## src/rtl/flash_seq_pkg.sv

```systemverilog
package flash_seq_pkg;

    typedef enum logic [1:0] {
        RES_PASS    = 2'd0,
        RES_TIMEOUT = 2'd1,
        RES_ABORT   = 2'd2
    } result_e;

    typedef enum logic [2:0] {
        PH_IDLE,
        PH_SU,
        PH_LOW,
        PH_HOLD,
        PH_RD
    } phase_e;

    typedef enum logic [3:0] {
        S_IDLE,
        S_CMD,
        S_RECOV,
        S_PREAD,
        S_PWAIT,
        S_GAP,
        S_RST,
        S_RSTW,
        S_FIN
    } seq_e;

    localparam logic [7:0] D_KEY1  = 8'hAA;
    localparam logic [7:0] D_KEY2  = 8'h55;
    localparam logic [7:0] D_PROG  = 8'hA0;
    localparam logic [7:0] D_ERASE = 8'h80;
    localparam logic [7:0] D_SECT  = 8'h30;
    localparam logic [7:0] D_RESET = 8'hF0;
    localparam int unsigned A_KEY1 = 32'h555;
    localparam int unsigned A_KEY2 = 32'h2AA;

endpackage

```

## src/rtl/flash_bus_cycle.sv

```systemverilog
module flash_bus_cycle
    import flash_seq_pkg::*;
#(
    parameter int AW   = 16,
    parameter int T_SU = 2,
    parameter int T_WP = 4,
    parameter int T_H  = 2,
    parameter int T_RD = 3
) (
    input  logic          clk,
    input  logic          rst_n,
    input  logic          start,
    input  logic          start_rd,
    input  logic [AW-1:0] start_addr,
    input  logic [7:0]    start_data,
    output logic          idle,
    output logic          cyc_done,
    output logic          drive,
    output logic          dq_oe,
    output logic          we_n,
    output logic          oe_n,
    output logic [AW-1:0] addr_o,
    output logic [7:0]    data_o
);

    localparam int TM1 = (T_SU > T_WP) ? T_SU : T_WP;
    localparam int TM2 = (T_H > T_RD) ? T_H : T_RD;
    localparam int TMAX = (TM1 > TM2) ? TM1 : TM2;
    localparam int CW = $clog2(TMAX + 1);

    typedef struct packed {
        phase_e        ph;
        logic [CW-1:0] cnt;
        logic [AW-1:0] addr;
        logic [7:0]    data;
    } cyc_t;

    cyc_t cur_q, nxt_d;

    always_comb begin
        nxt_d    = cur_q;
        cyc_done = 1'b0;
        unique case (cur_q.ph)
            PH_IDLE: begin
                if (start) begin
                    nxt_d.addr = start_addr;
                    nxt_d.data = start_data;
                    if (start_rd) begin
                        nxt_d.ph  = PH_RD;
                        nxt_d.cnt = CW'(T_RD - 1);
                    end else begin
                        nxt_d.ph  = PH_SU;
                        nxt_d.cnt = CW'(T_SU - 1);
                    end
                end
            end
            PH_SU: begin
                if (cur_q.cnt == '0) begin
                    nxt_d.ph  = PH_LOW;
                    nxt_d.cnt = CW'(T_WP - 1);
                end else begin
                    nxt_d.cnt = cur_q.cnt - 1'b1;
                end
            end
            PH_LOW: begin
                if (cur_q.cnt == '0) begin
                    nxt_d.ph  = PH_HOLD;
                    nxt_d.cnt = CW'(T_H - 1);
                end else begin
                    nxt_d.cnt = cur_q.cnt - 1'b1;
                end
            end
            PH_HOLD, PH_RD: begin
                if (cur_q.cnt == '0) begin
                    cyc_done = 1'b1;
                    nxt_d.ph = PH_IDLE;
                end else begin
                    nxt_d.cnt = cur_q.cnt - 1'b1;
                end
            end
            default: nxt_d.ph = PH_IDLE;
        endcase
    end

    always_ff @(posedge clk or negedge rst_n) begin
        if (!rst_n) begin
            cur_q <= '{ph: PH_IDLE, cnt: '0, addr: '0, data: '0};
        end else begin
            cur_q <= nxt_d;
        end
    end

    assign idle   = (cur_q.ph == PH_IDLE);
    assign drive  = (cur_q.ph != PH_IDLE);
    assign dq_oe  = (cur_q.ph == PH_SU) || (cur_q.ph == PH_LOW) || (cur_q.ph == PH_HOLD);
    assign we_n   = (cur_q.ph != PH_LOW);
    assign oe_n   = (cur_q.ph != PH_RD);
    assign addr_o = cur_q.addr;
    assign data_o = cur_q.data;

endmodule

```

## src/rtl/flash_sector_pick.sv

```systemverilog
module flash_sector_pick #(
    parameter int NSEC = 8,
    parameter int IW   = $clog2(NSEC)
) (
    input  logic [NSEC-1:0] mask,
    output logic            any,
    output logic [IW-1:0]   idx
);

    always_comb begin
        any = |mask;
        idx = '0;
        for (int i = NSEC - 1; i >= 0; i--) begin
            if (mask[i]) idx = IW'(i);
        end
    end

endmodule

```

## src/rtl/flash_op_seq.sv

```systemverilog
module flash_op_seq
    import flash_seq_pkg::*;
#(
    parameter int AW        = 16,
    parameter int NSEC      = 8,
    parameter int SEC_SHIFT = 12,
    parameter int T_SU      = 2,
    parameter int T_WP      = 4,
    parameter int T_H       = 2,
    parameter int T_RD      = 3,
    parameter int T_WR      = 750,
    parameter int T_GAP     = 16,
    parameter int MAX_POLLS = 4096
) (
    input  logic            clk,
    input  logic            rst_n,
    input  logic            cmd_valid,
    output logic            cmd_ready,
    input  logic            cmd_erase,
    input  logic            cmd_hold,
    input  logic [AW-1:0]   cmd_addr,
    input  logic [7:0]      cmd_data,
    input  logic [NSEC-1:0] cmd_sectors,
    input  logic            cmd_abort,
    output logic            done,
    output logic [1:0]      result,
    output logic [AW-1:0]   fl_addr,
    output logic            fl_addr_oe,
    output logic [7:0]      fl_dq_out,
    output logic            fl_dq_oe,
    input  logic [7:0]      fl_dq_in,
    output logic            fl_we_n,
    output logic            fl_oe_n
);

    localparam int IW   = $clog2(NSEC);
    localparam int WMAX = (T_WR > T_GAP) ? T_WR : T_GAP;
    localparam int WC   = $clog2(WMAX + 1);
    localparam int PC   = $clog2(MAX_POLLS + 1);
    localparam logic [2:0] STEP_SECT = 3'd5;

    typedef struct packed {
        seq_e          state;
        logic          erase;
        logic          hold;
        logic [AW-1:0] paddr;
        logic [7:0]    pdata;
        logic [AW-1:0] poll_addr;
        logic [NSEC-1:0] mask;
        logic [2:0]    step;
        logic [PC-1:0] polls;
        logic [WC-1:0] wcnt;
        result_e       res;
        logic          abort_pend;
        logic          exp_b7;
    } seq_t;

    seq_t seq_q, seq_d;

    logic          bc_start, bc_rd;
    logic [AW-1:0] bc_addr;
    logic [7:0]    bc_data;
    logic          bc_idle, bc_done, bc_drive, bc_dq_oe, bc_we_n, bc_oe_n;
    logic [AW-1:0] bc_addr_o;
    logic [7:0]    bc_data_o;

    logic          new_any, cur_any;
    logic [IW-1:0] new_idx, cur_idx;
    logic          all_issued;
    logic          unused_dq;
    logic          mode_hold;
    logic          sect_phase;

    assign unused_dq = ^fl_dq_in[6:0];

    function automatic logic [AW-1:0] sect_base(input logic [IW-1:0] i);
        return AW'(i) << SEC_SHIFT;
    endfunction

    flash_sector_pick #(.NSEC(NSEC), .IW(IW)) u_pick_new (
        .mask (cmd_sectors),
        .any  (new_any),
        .idx  (new_idx)
    );

    flash_sector_pick #(.NSEC(NSEC), .IW(IW)) u_pick_cur (
        .mask (seq_q.mask),
        .any  (cur_any),
        .idx  (cur_idx)
    );

    flash_bus_cycle #(
        .AW(AW), .T_SU(T_SU), .T_WP(T_WP), .T_H(T_H), .T_RD(T_RD)
    ) u_cyc (
        .clk        (clk),
        .rst_n      (rst_n),
        .start      (bc_start),
        .start_rd   (bc_rd),
        .start_addr (bc_addr),
        .start_data (bc_data),
        .idle       (bc_idle),
        .cyc_done   (bc_done),
        .drive      (bc_drive),
        .dq_oe      (bc_dq_oe),
        .we_n       (bc_we_n),
        .oe_n       (bc_oe_n),
        .addr_o     (bc_addr_o),
        .data_o     (bc_data_o)
    );

    always_comb begin
        if (seq_q.erase) begin
            all_issued = (seq_q.step == STEP_SECT) && !cur_any;
        end else begin
            all_issued = (seq_q.step == 3'd4);
        end
    end

    always_comb begin
        seq_d    = seq_q;
        bc_start = 1'b0;
        bc_rd    = 1'b0;
        bc_addr  = '0;
        bc_data  = '0;

        if ((seq_q.state != S_IDLE) && cmd_abort) begin
            seq_d.abort_pend = 1'b1;
        end

        unique case (seq_q.state)
            S_IDLE: begin
                seq_d.abort_pend = 1'b0;
                if (cmd_valid) begin
                    seq_d.erase = cmd_erase;
                    seq_d.hold  = cmd_hold;
                    seq_d.paddr = cmd_addr;
                    seq_d.pdata = cmd_data;
                    seq_d.mask  = cmd_sectors;
                    seq_d.step  = 3'd0;
                    seq_d.polls = '0;
                    seq_d.res   = RES_PASS;
                    if (cmd_erase) begin
                        seq_d.poll_addr = sect_base(new_idx);
                        seq_d.exp_b7    = 1'b1;
                        seq_d.state     = new_any ? S_CMD : S_FIN;
                    end else begin
                        seq_d.poll_addr = cmd_addr;
                        seq_d.exp_b7    = cmd_data[7];
                        seq_d.state     = S_CMD;
                    end
                end
            end
            S_CMD: begin
                if (bc_idle) begin
                    if (seq_q.abort_pend) begin
                        seq_d.state = S_RST;
                        seq_d.res   = RES_ABORT;
                    end else if (all_issued) begin
                        seq_d.state = S_RECOV;
                        seq_d.wcnt  = WC'(T_WR - 1);
                    end else begin
                        bc_start = 1'b1;
                        if (seq_q.step != STEP_SECT) begin
                            seq_d.step = seq_q.step + 1'b1;
                        end
                        unique case (seq_q.step)
                            3'd0: begin bc_addr = AW'(A_KEY1); bc_data = D_KEY1; end
                            3'd1: begin bc_addr = AW'(A_KEY2); bc_data = D_KEY2; end
                            3'd2: begin
                                bc_addr = AW'(A_KEY1);
                                bc_data = seq_q.erase ? D_ERASE : D_PROG;
                            end
                            3'd3: begin
                                if (seq_q.erase) begin
                                    bc_addr = AW'(A_KEY1);
                                    bc_data = D_KEY1;
                                end else begin
                                    bc_addr = seq_q.paddr;
                                    bc_data = seq_q.pdata;
                                end
                            end
                            3'd4: begin bc_addr = AW'(A_KEY2); bc_data = D_KEY2; end
                            default: begin
                                bc_addr = sect_base(cur_idx);
                                bc_data = D_SECT;
                                seq_d.mask[cur_idx] = 1'b0;
                            end
                        endcase
                    end
                end
            end
            S_RECOV, S_GAP: begin
                if (seq_q.abort_pend) begin
                    seq_d.state = S_RST;
                    seq_d.res   = RES_ABORT;
                end else if (seq_q.wcnt == '0) begin
                    seq_d.state = S_PREAD;
                end else begin
                    seq_d.wcnt = seq_q.wcnt - 1'b1;
                end
            end
            S_PREAD: begin
                if (bc_idle) begin
                    bc_start    = 1'b1;
                    bc_rd       = 1'b1;
                    bc_addr     = seq_q.poll_addr;
                    seq_d.state = S_PWAIT;
                end
            end
            S_PWAIT: begin
                if (bc_done) begin
                    if (fl_dq_in[7] == seq_q.exp_b7) begin
                        seq_d.state = S_FIN;
                        seq_d.res   = RES_PASS;
                    end else if (seq_q.polls == PC'(MAX_POLLS - 1)) begin
                        seq_d.state = S_RST;
                        seq_d.res   = RES_TIMEOUT;
                    end else if (seq_q.abort_pend) begin
                        seq_d.state = S_RST;
                        seq_d.res   = RES_ABORT;
                    end else begin
                        seq_d.polls = seq_q.polls + 1'b1;
                        seq_d.state = S_GAP;
                        seq_d.wcnt  = WC'(T_GAP - 1);
                    end
                end
            end
            S_RST: begin
                if (bc_idle) begin
                    bc_start    = 1'b1;
                    bc_addr     = '0;
                    bc_data     = D_RESET;
                    seq_d.state = S_RSTW;
                end
            end
            S_RSTW: begin
                if (bc_done) seq_d.state = S_FIN;
            end
            S_FIN: begin
                seq_d.state = S_IDLE;
            end
            default: seq_d.state = S_IDLE;
        endcase
    end

    always_ff @(posedge clk or negedge rst_n) begin
        if (!rst_n) begin
            seq_q <= '{state: S_IDLE, erase: 1'b0, hold: 1'b0, paddr: '0, pdata: '0,
                       poll_addr: '0, mask: '0, step: '0, polls: '0, wcnt: '0,
                       res: RES_PASS, abort_pend: 1'b0, exp_b7: 1'b0};
        end else begin
            seq_q <= seq_d;
        end
    end

    assign mode_hold  = seq_q.hold && (seq_q.state != S_IDLE) && (seq_q.state != S_FIN);
    assign sect_phase = (seq_q.state == S_CMD) && seq_q.erase && (seq_q.step == STEP_SECT);

    assign cmd_ready  = (seq_q.state == S_IDLE);
    assign done       = (seq_q.state == S_FIN);
    assign result     = seq_q.res;
    assign fl_addr_oe = bc_drive || mode_hold;
    assign fl_addr    = bc_drive ? bc_addr_o : (mode_hold ? seq_q.poll_addr : '0);
    assign fl_dq_oe   = bc_dq_oe;
    assign fl_dq_out  = bc_dq_oe ? bc_data_o : '0;
    assign fl_we_n    = bc_we_n;
    assign fl_oe_n    = bc_oe_n;

endmodule

```

## config.mk

```make
export PLATFORM = sky130hd
export DESIGN_NAME = flash_op_seq
export DESIGN_NICKNAME = d
export VERILOG_FILES = /design/src/rtl/flash_seq_pkg.sv /design/src/rtl/flash_bus_cycle.sv /design/src/rtl/flash_sector_pick.sv /design/src/rtl/flash_op_seq.sv
export SDC_FILE = /design/constraint.sdc
export NUM_CORES = 1
export LEC_CHECK = 0
export BUFFER_PORTS_ARGS = -buffer_cell sky130_fd_sc_hd__buf_4
export CAP_MARGIN = 20
export CORE_ASPECT_RATIO = 0.6
export CORE_UTILIZATION = 55
export DETAILED_ROUTE_END_ITERATION = 10
export GPL_TIMING_DRIVEN = 0
export PLACE_DENSITY = 0.83
export SLEW_MARGIN = 25
export SYNTH_ARGS = -nofsm -noshare
export SYNTH_HDL_FRONTEND = slang
export SYNTH_SLANG_ARGS = --single-unit
```

## constraint.sdc

```tcl
create_clock -name clk -period 2.85 [get_ports clk]
set_input_delay 0.57 -clock clk [delete_from_list [all_inputs] [get_ports clk]]
set_output_delay 0.57 -clock clk [all_outputs]
set_load 0.1 [all_outputs]
```

=== Yosys cells after proc, flatten, opt, wreduce, memory -nomap -nowiden ===
Index checks and enable logic that the tools add are counted.

* Register bits: 114
* Bits in latches: 0
* RAM bits: 0
* ROM bits: 0
* Output and inout port bits: 32
* Word-level logic and storage cells: 205
* Memories kept: 0

* $add $sub $neg: 4
* Multiply operators: 0
* Divide/modulo/power cells: 0
* $lt $le $gt $ge: 2
* Eq/ne operators: 46
* Shift operators: 0
* Multiplexer cells: 94
* Bitwise logic cells: 2
* Reductions and logical operators: 40

{| class="wikitable"
|+ Operator list
! operator !! count
|-
| $mux 16 || 6
|-
| $mux 70 || 1
|-
| $mux 23 || 3
|-
| $mux 3 || 23
|-
| $mux 4 || 13
|-
| $pmux 16 s3 || 1
|-
| $mux 10 || 4
|-
| $mux 8 || 5
|-
| $ne 2x2->1 const B || 18
|-
| $mux 11 || 3
|-
| $pmux 16 s2 || 1
|-
| $pmux 8 s4 || 1
|-
| $mux 30 || 1
|-
| $pmux 10 s3 || 1
|-
| $pmux 4 s7 || 1
|-
| $pmux 13 s2 || 1
|-
| $mux 25 || 1
|-
| $pmux 3 s4 || 2
|-
| $pmux 11 s2 || 1
|-
| $reduce_and 6->1 || 3
|-
| $eq 4x3->1 const B || 4
|-
| $pmux 8 s2 || 1
|-
| $reduce_or 8->1 || 2
|-
| $add 13x1->13 const B || 1
|-
| 42 further kinds || 90
|}

=== Logic depth before layout (Yosys ltp) ===
Gate-level depths: netlist (run 1).

* Depth in word-level cells: 19
* Depth in mapped cells: 10

=== Modules after synthesis ===
Synthesis (run 1) repeated with hierarchy kept, for this count alone.

* Cells, all modules: 796
* Area total of the unflattened synthesis: 7046.8 sq um

{| class="wikitable"
|+ By module, submodules not included
! module !! times used !! cells an instance !! area an instance (sq um) !! sequential area each (sq um)
|-
| flash_op_seq || 1 || 629 || 5175.0 || 2102.0
|-
| flash_bus_cycle || 1 || 141 || 1709.1 || 750.7
|-
| flash_sector_pick || 2 || 13 || 81.3 || 0.0
|}

=== Worst setup path after synthesis (run 1) ===
OpenSTA, ideal clock, no wires.

* Kind: register -> register
* From: register seq_q[81] in the netlist's numbering
* To: register seq_q[23] in the netlist's numbering
* Library setup time: 0.132 ns
* Arrival time: 5.033 ns
* Required time: 2.718 ns
* Path slack: -2.315 ns
* Cell stages (with the launch flop): 8
* Buffers on the path: 1
* Cells stage by stage: dfrtp_1 > nor4_1 > nand2_1 > a22oi_1 > clkbuf_1 > nand4_1 > xor2_1 > nor2_1

* Word-level cells in the longest chain between the ends: 3
* Elaborated cells between the ends (all ways): 10

{| class="wikitable"
|+ Ends and longest elaborated chain
! element !! RTL line !! source
|-
| from (decl) || flash_op_seq.sv:58 || <nowiki>seq_t seq_q, seq_d;</nowiki>
|-
| from (signal assigned) || flash_op_seq.sv:248 || <nowiki>seq_q <= '{state: S_IDLE, erase: 1'b0, hold: 1'b0, paddr: '0, pdata: '0,</nowiki>
|-
| from (signal assigned) || flash_op_seq.sv:252 || <nowiki>seq_q <= seq_d;</nowiki>
|-
| $logic_not 4->1 (*) || -- ||
|-
| via cmd_ready || flash_op_seq.sv:18 || <nowiki>output logic cmd_ready,</nowiki>
|-
| $ne 2x2->1 (no source line) or $reduce_bool 2->1 (tied branches) || -- ||
|-
| $reduce_and 6->1 (no source line) || -- ||
|}

The timed path passes the listed nets; every way through them passes the cells marked *.
A chain may end at the register's enable or synchronous reset.

=== Worst setup path after layout (run 1) ===
* From: register seq_q[81] in the netlist's numbering
* To: output port fl_addr_oe

* Word-level cells in the longest chain between the ends: 4
* Elaborated cells between the ends (all ways): 5

{| class="wikitable"
|+ Ends and longest elaborated chain
! element !! RTL line !! source
|-
| $reduce_bool 4->1 || flash_op_seq.sv:256 || <nowiki>assign mode_hold = seq_q.hold && (seq_q.state != S_IDLE) && (seq_q.state != S_FIN);</nowiki>
|-
| $logic_and 1x1->1 || flash_op_seq.sv:256 ||
|-
| $logic_and 1x1->1 (*) || flash_op_seq.sv:256 ||
|-
| $logic_or 1x1->1 (*) || flash_op_seq.sv:262 || <nowiki>assign fl_addr_oe = bc_drive || mode_hold;</nowiki>
|-
| to (decl) || flash_op_seq.sv:28 || <nowiki>output logic fl_addr_oe,</nowiki>
|}

Every way passes the cells marked *; elsewhere a longest branch is shown, timed or not.

==> metrics.md, run 1 <==
| Metric | Value |
|---|---|
| Final setup viols | 0 |
| Drt total wl | 20,950 um |
| Fin crit share | 0.9984 |
| Syn Nets | 844 |
| Crit path DAT | 2.28 ns |
| YS warnings | 0 |
| Clock tree sinks | 114 |
| Port-buffer cells | 70 |
| Hold Vio Cnt, Final | 0 |
| Comb pwr share | 0.532 |
| Mapped Area | 6347 um2 |
| Largest area contributor in the netlist | dfrtp_1 |
| First DRT Iteration DRCs | 790 |
| # rows | 29 |
| Iteration count of the initial detailed-routing pass | 5 |
| Overall die height | 85.21 um |
| Switching power | 5331 uW |
| Reg power frac | 0.258 |
| Wire length per cell | 20.09 um |
| Synth top area cells | dfrtp_1 (45%), nand2_1 (12%), a21oi_1 (5.8%) |
| Remaining DRCs | 0 |
| Area growth from synthesis to layout | 28.39% |
| CTS tree | done |
| Hold crit path type | in2async |
| Register area share after synthesis | 0.4494 |
| Mapped Cells | 789 |
| Max Cap Viol | 0 |
| Kind of critical path | reg2out |
| Starting Density | 0.5831 |
| Worst Path Required | 2.28 ns |
| Ant diodes | 0 |
| First-pass GRT wire length | 33,060 um |
| DIE AREA | 11,990 um2 |
| Layout cells sized above 1 | 0.2024 |
| Post-synth top area share | 0.4494 |
| Cell internal power dissipation | 5467 uW |
| Core Area | 10,890 um2 |
| I/O Pins | 78 |
| Post-synth top cells | nand2_1 (206), dfrtp_1 (114), a21oi_1 (73), o21ai_0 (66), nor2_1 (52) |
| Crit path buffers/inverters | 4 |
| Nets | 946 |
| Clk Tree Root Cell | clkbuf_16 |
| Pwr per Cell Area | 1325 nW/um2 |
| Slew headroom | 0.4006 |
| EDFF count, synth | 0 |
| Maximum fanout along the worst path | 10 |
| Final design utilization | 0.7486 |
| Crit-path max cell delay | 0.46 ns |
| Clock power share | 0.210 |
| DP Wirelength | 14,260 um |
| Congestion Overflow GR | 0 |
| Syn avg cell area | 8.045 um2 |
| Setup Skew | 0.007609 ns |
| Crit-path slowest cell | dfrtp_2 |
| Clock Latency Late Sink | 0.42 ns |
| Startpoint Class | flip-flop |
| Fin. max-slew vios | 0 |
| Count leader, synth | nand2_1 |
| Vias | 6,639 |
| Filler instances | 764 |
| Yosys cell types | 62 |
| Initial antenna violation count | 0 |
| Gpl congestion | 0.9427 |
| Clock Tree Buf Depth | 2 |
| Most used DFF post-synth | dfrtp_1 |
| GR Util All Layers | 0.3639 |
| Leakage power total | 0.003677 uW |
| Worst Setup End Kind | primary output |
| WHS | 0.2705 ns |
| Pin count of the biggest net entering global routing | 115 |
| CTS buffer count | 17 |
| Clock transition at the registers of the reported paths | 0.06 ns |
| Peak supply drop | 0.5842 mV |
| Die width | 140.7 um |
| Worst slew pin tran | 0.8990 ns |
| Vias per inst | 6.365 |
| Yosys reg bits | 114 |
| CP delay by family, top | buffers and inverters |
| Hold-fix buffers, CTS | 0 |
| Max Fclk | 351.5 MHz |
| Vias in the first global route | 6,168 |
| CP cell instances | clkbuf_8 -> or3_4 -> a21oi_4 -> clkbuf_16 -> clkinvlp_4 -> buf_12 |
| Unrepaired setup endpoints after global routing | true |
| Sw Share | 0.4937 |
| H-tree depth | 4 |
| Fin crit period | 2.845 ns |
| Status | finished, final reports clean |
| Post-synth ARST share | 1.000 |
| Detail Route Antenna Nets | 0 |
flip-flops by register name, summed over array words and instances, names as in the netlist:
| signal | flops |
|---|---|
| result | 2 |
| seq_q | 82 |
| u_cyc.cur_q | 6 |
| u_cyc.data_o | 8 |
| u_cyc.addr_o | 16 |
path summary, 6_finish.rpt:
path	startpoint	to	slack (ns)	cells past startpoint
max	seq_q[81]$_DFFE_PN0P_	fl_addr_oe	0.005	6
max reg2reg	seq_q[30]$_DFFE_PN0P_	u_cyc.addr_o[9]$_DFFE_PN0P_	0.06	7
max in group asynchronous	rst_n	u_cyc.cur_q[29]$_DFFE_PN0P_	1.91	1
min	rst_n	seq_q[20]$_DFFE_PN0P_	0.27	1
min reg2reg	seq_q[73]$_DFFE_PN0P_	seq_q[73]$_DFFE_PN0P_	0.48	2
min in group clk	cmd_data[2]	seq_q[56]$_DFFE_PN0P_	0.34	3
power groups by stage:
| stage | registers (uW) | clock network, uW | logic [uW] |
|---|---|---|---|
| final | 2780 | 2270 | 5740 |
| after global routing | 2820 | 2340 | 6090 |
| after floorplan | 2490 | 0 | 3860 |
| after detailed placement | 2690 | 0 | 4990 |
| after global placement | 2660 | 0 | 4810 |
| after CTS | 2690 | 2270 | 5380 |
cells in the final DEF, fill, tap and decap left out, types with 5 or more instances in the layout:
cell type,instances
dfrtp_1,108
a31oi_1,5
a21oi_2,8
nor2_1,51
inv_1,21
o21ai_1,6
clkbuf_8,5
nand3_1,15
nor3_1,14
o21ai_0,65
ha_1,9
buf_6,16
nand3b_1,17
nand2b_1,6
clkbuf_16,18
nand2_1,206
a21oi_1,61
a22o_1,6
o22ai_1,5
nor2b_1,6
mux2i_1,7
clkbuf_2,7
nand4_1,8
xor2_1,11
and3_1,5
clkbuf_1,30
and2_2,8
buf_4,71
dfrtp_2,6
cells by family (layout without fill, tap and decap cells):
logic type | count (synthesis) | in the layout | synth area share
simple gates | 370 | 370 | 0.2697
compound gates | 200 | 200 | 0.1857
flops | 114 | 114 | 0.4494
buf+inv | 75 | 190 | 0.04573
xor+xnor | 12 | 12 | 0.01656
fa+ha+maj | 9 | 9 | 0.01774
mux | 9 | 9 | 0.01518
repair_timing:
item | CTS | global route
resized for setup | 54 | 22
cloned | 1 | 0
pin swaps | 2 | 6
setup endpoints to repair | 54 | 48
setup buffers | 4 | 13
area by class of cell:
type	instances	area, um2	share of cell area
repair buffers	88	759.5	0.09320
plain buffers	48	264.0	0.03240
flip-flops and latches	114	2860	0.3510
inverters	22	86.33	0.01059
clock inverters	15	197.7	0.02426
clock buffers	17	425.4	0.05220
multi-input cells	600	3382	0.4150
well taps	139	173.9	0.02134
metal layers:
metal	share of wire	global-route usage	vias to the layer above
met2	0.42	0.5147	470
met4	0.019	0.09585	2
met5	0.0012	0	-
met1	0.42	0.5293	3180
met3	0.14	0.1275	55
li1	-	-	2932
stage by stage:
step / total power [uW] / setup WS, ns / setup TNS [ns] / area [um2] / instances
after floorplan: 6356 / -0.4496 / -3.422 / 6454 / 789
after global placement: 7477 / -0.2397 / -2.674 / 7153 / 998
after detailed placement: 7688 / -0.2849 / -6.741 / 7157 / 998
after CTS: 10340 / 0.005941 / 0 / 8016 / 1033
after global routing: 11260 / -0.02050 / -0.03640 / 8149 / 1043
final: 10800 / 0.004677 / 0 / 8149 / 1043
No activity file was read; power rests on OpenSTA's default activity.
==> inputs of run 2 (changes only) <==
--- a/config.mk
+++ b/config.mk
@@ -8,10 +8,12 @@
 export BUFFER_PORTS_ARGS = -buffer_cell sky130_fd_sc_hd__buf_4
 export CAP_MARGIN = 20
 export CORE_ASPECT_RATIO = 0.6
+export CORE_MARGIN = 5
 export CORE_UTILIZATION = 55
 export DETAILED_ROUTE_END_ITERATION = 10
 export GPL_TIMING_DRIVEN = 0
 export PLACE_DENSITY = 0.83
+export SKIP_LAST_GASP = 1
 export SLEW_MARGIN = 25
 export SYNTH_ARGS = -nofsm -noshare
 export SYNTH_HDL_FRONTEND = slang
==> run 2 against run 1 <==
- global-route usage fell by 7.0 points
- critical path depth rose by 1
- sequential share of layout area rose by 0.53 points
- clock power fell by 8%
- via count fell by 2.0%
- final area fell by 1.5%
- worst hold slack got worse by 0.16 ns
- clock skew fell by 0.0020 ns
==> metrics.md, run 2 (same netlist as run 1, synthesis figures left out) <==
| Metric | Value |
|---|---|
| Status | finished, final reports clean |
| Hold-fix buffers, CTS | 0 (unchanged) |
| Crit path DAT | 3.13 ns (+0.85 ns) |
| Maximum fanout along the worst path | 11 (+1) |
| Final setup viols | 0 (unchanged) |
| Hold Vio Cnt, Final | 0 (unchanged) |
| First DRT Iteration DRCs | 981 (+24%) |
| Layout cells sized above 1 | 0.1940 (-0.008454) |
| Die width | 148.7 um (+5.7%) |
| Setup Skew | 0.005619 ns (-0.001990 ns) |
| Iteration count of the initial detailed-routing pass | 6 (+1) |
| First-pass GRT wire length | 31,930 um (-3.4%) |
| Top Metal Used | met4 |
| Kind of critical path | reg2reg |
| Nets | 939 (-0.74%) |
| Congestion Overflow GR | 0 (unchanged) |
| Multi-input gate area | 3356 um2 (-0.78%) |
| Ant diodes | 0 (unchanged) |
| Remaining DRCs | 0 (unchanged) |
| Clk Tree Root Cell | clkbuf_16 |
| Slew headroom | 0.2512 (-0.1494) |
| GR Util All Layers | 0.2936 (-0.07028) |
| Most frequent cells in the layout | nand2_1 (206), dfrtp_1 (109), buf_4 (69) |
| Met1 Wirelength | 8526 um (-3.9%) |
| R2R setup slack | 0.03 ns (-0.03 ns) |
| Reg2reg start | seq_q[82]$_DFFE_PN0P_ |
| Gpl congestion | 0.9393 (-0.36%) |
| Metal2 WL | 8042 um (-8.1%) |
| CTS buffer count | 17 (unchanged) |
| Vias | 6,508 (-2.0%) |
| # rows | 30 (+3.4%) |
| Clock transition at the registers of the reported paths | 0.06 ns (about the same) |
| Fin crit share | 0.9904 (-0.007947) |
| Initial antenna violation count | 0 (unchanged) |
| Detail Route Antenna Nets | 0 (unchanged) |
| Vias per inst | 6.157 (-3.3%) |
| Clock Tree Buf Depth | 2 (unchanged) |
| Worst Path Required | 3.15 ns (+0.87 ns) |
| I/O Pins | 78 (unchanged) |
| Fin worst setup slack | 0.02733 ns (+0.02265 ns) |
| Sequential cell area | 2859 um2 (about the same) |
| Drt total wl | 19,890 um (-5.1%) |
| Pin count of the biggest net entering global routing | 63 (-45%) |
| Top reg by flops | seq_q |
| Max Fclk | 354.3 MHz (+0.80%) |
| Pwr per Cell Area | 1295 nW/um2 (-2.3%) |
| Largest register FFs | 82 (unchanged) |
| WHS | 0.1063 ns (-0.1642 ns) |
| Fin crit period | 2.823 ns (-0.02265 ns) |
| Leakage power total | 0.003609 uW (-1.8%) |
| Crit-path slowest cell | nor4bb_1 |
| Startpoint Class | flip-flop |
| Clock Latency Late Sink | 0.42 ns (about the same) |
| Crit path to | seq_q[80]$_DFFE_PN0P_ |
| Area growth from synthesis to layout | 26.41% |
| Peak supply drop | 0.6243 mV (+6.9%) |
| Crit-path max cell delay | 0.94 ns (+0.48 ns) |
| Filler instances | 834 (+9.2%) |
| FF-to-FF End | seq_q[80]$_DFFE_PN0P_ |
| Setup WS pre-CTS | -0.2293 ns (+0.05562 ns) |
| Starting Density | 0.5618 (-0.02131) |
| Max Cap Viol | 0 (unchanged) |
| Vias in the first global route | 6,031 (-2.2%) |
| Hold crit path type | in2async |
| Worst slew pin tran | 1.108 ns (+0.2090 ns) |
| DP Wirelength | 13,440 um (-5.7%) |
| CP Launch Point | seq_q[82]$_DFFE_PN0P_ |
| Met3 WL | 2947 um (+1.2%) |
| R2R cell count | 7 (unchanged) |
| CP cell instances | buf_4 -> nor4bb_1 -> o21ai_0 -> o41ai_1 -> or4_4 -> buf_2 -> mux2_4 |
| Clock tree sinks | 114 (unchanged) |
| Wire length per cell | 18.82 um (-6.3%) |
| Fin. max-slew vios | 0 (unchanged) |
| Worst Setup End Kind | flip-flop |
| H-tree depth | 4 (unchanged) |
| Core Area | 11,300 um2 (+3.8%) |
| Port-buffer cells | 70 (unchanged) |
| Overall die height | 93.21 um (+9.4%) |
| DIE AREA | 13,860 um2 (+16%) |
| Commonest non-fill, non-tap cell in the layout | nand2_1 |
| Setup Total Neg Slack | 0 ns (unchanged) |
| CTS tree | done |
-- run 2: cell types whose count changed in the layout (fill, tap and decap cells not counted), sizes merged --
cell / change
buf: -3
bufinv: -2
clkbuf: -4
clkinvlp: +1
inv: +1
-- run 2: what timing repair did --
item | 4_1_cts | 5_1_grt
pin swaps | 2 | 4
hold endpoints to repair | 0 | 0
cloned | 1 | 0
gates resized for setup | 39 | 28
buffers inserted | 6 | 3
setup endpoints to repair | 55 | 48
-- run 2: worst min path at each step --
stage / end / slack (ns) / cells past startpoint
final: seq_q[20]$_DFFE_PN0P_ / 0.11 / 1
after global routing: seq_q[20]$_DFFE_PN0P_ / 0.15 / 1
after CTS: seq_q[20]$_DFFE_PN0P_ / 0.13 / 1
after detailed placement: seq_q[75]$_DFFE_PN0P_ / 0.47 / 2
after global placement: seq_q[72]$_DFFE_PN0P_ / 0.46 / 2
after floorplan: result[0]$_DFFE_PN0P_ / 0.27 / 0
-- run 2: area by class of cell --
type                       count  area share
timing repair buffer          81     0.08748
sequential                   114      0.3563
multi-input combinational    600      0.4182
tap                          160     0.02495
buffer                        48     0.03056
inverter                      22     0.01076
clock buffer                  17     0.05302
clock inverter                15     0.01871
-- run 2: per-layer routing --
metal,global-route usage,vias to the layer above
met5,0,-
met4,0.08532,0
met3,0.1104,56
met2,0.3993,505
met1,0.4340,3020
li1,-,2927
-- run 2: metrics by stage --
stage / cell area, um2 / power [uW] / instances / utilization
4_1_cts: 7965 / 10070 / 1058 / 0.7050
3_3_place_gp: 7179 / 7518 / 1019 / 0.6354
3_5_place_dp: 7211 / 7625 / 1020 / 0.6382
2_1_floorplan: 6454 / 6356 / 789 / -
6_report: 8024 / 10390 / 1057 / 0.7102
5_1_grt: 8024 / 10880 / 1057 / 0.7102
-- run 2: power breakdown --
part / switching (uW) / internal [uW] / total, uW / leakage [uW]
sequential: 641 / 2180 / 2820 / 0.00147
clock: 864 / 1230 / 2090 / 0.000280
combinational: 3710 / 1770 / 5480 / 0.00186
total: 5210 / 5180 / 10400 / 0.00361
-- run 2: critical path, delay by kind of cell, from the launching register on --
kind,cells,cell delay [ns]
and+or+nand+nor,2,1.13
DFF,1,0.49
AOI/OAI and AO/OA,2,0.41
buffers and inverters,2,0.36
muxes,1,0.31
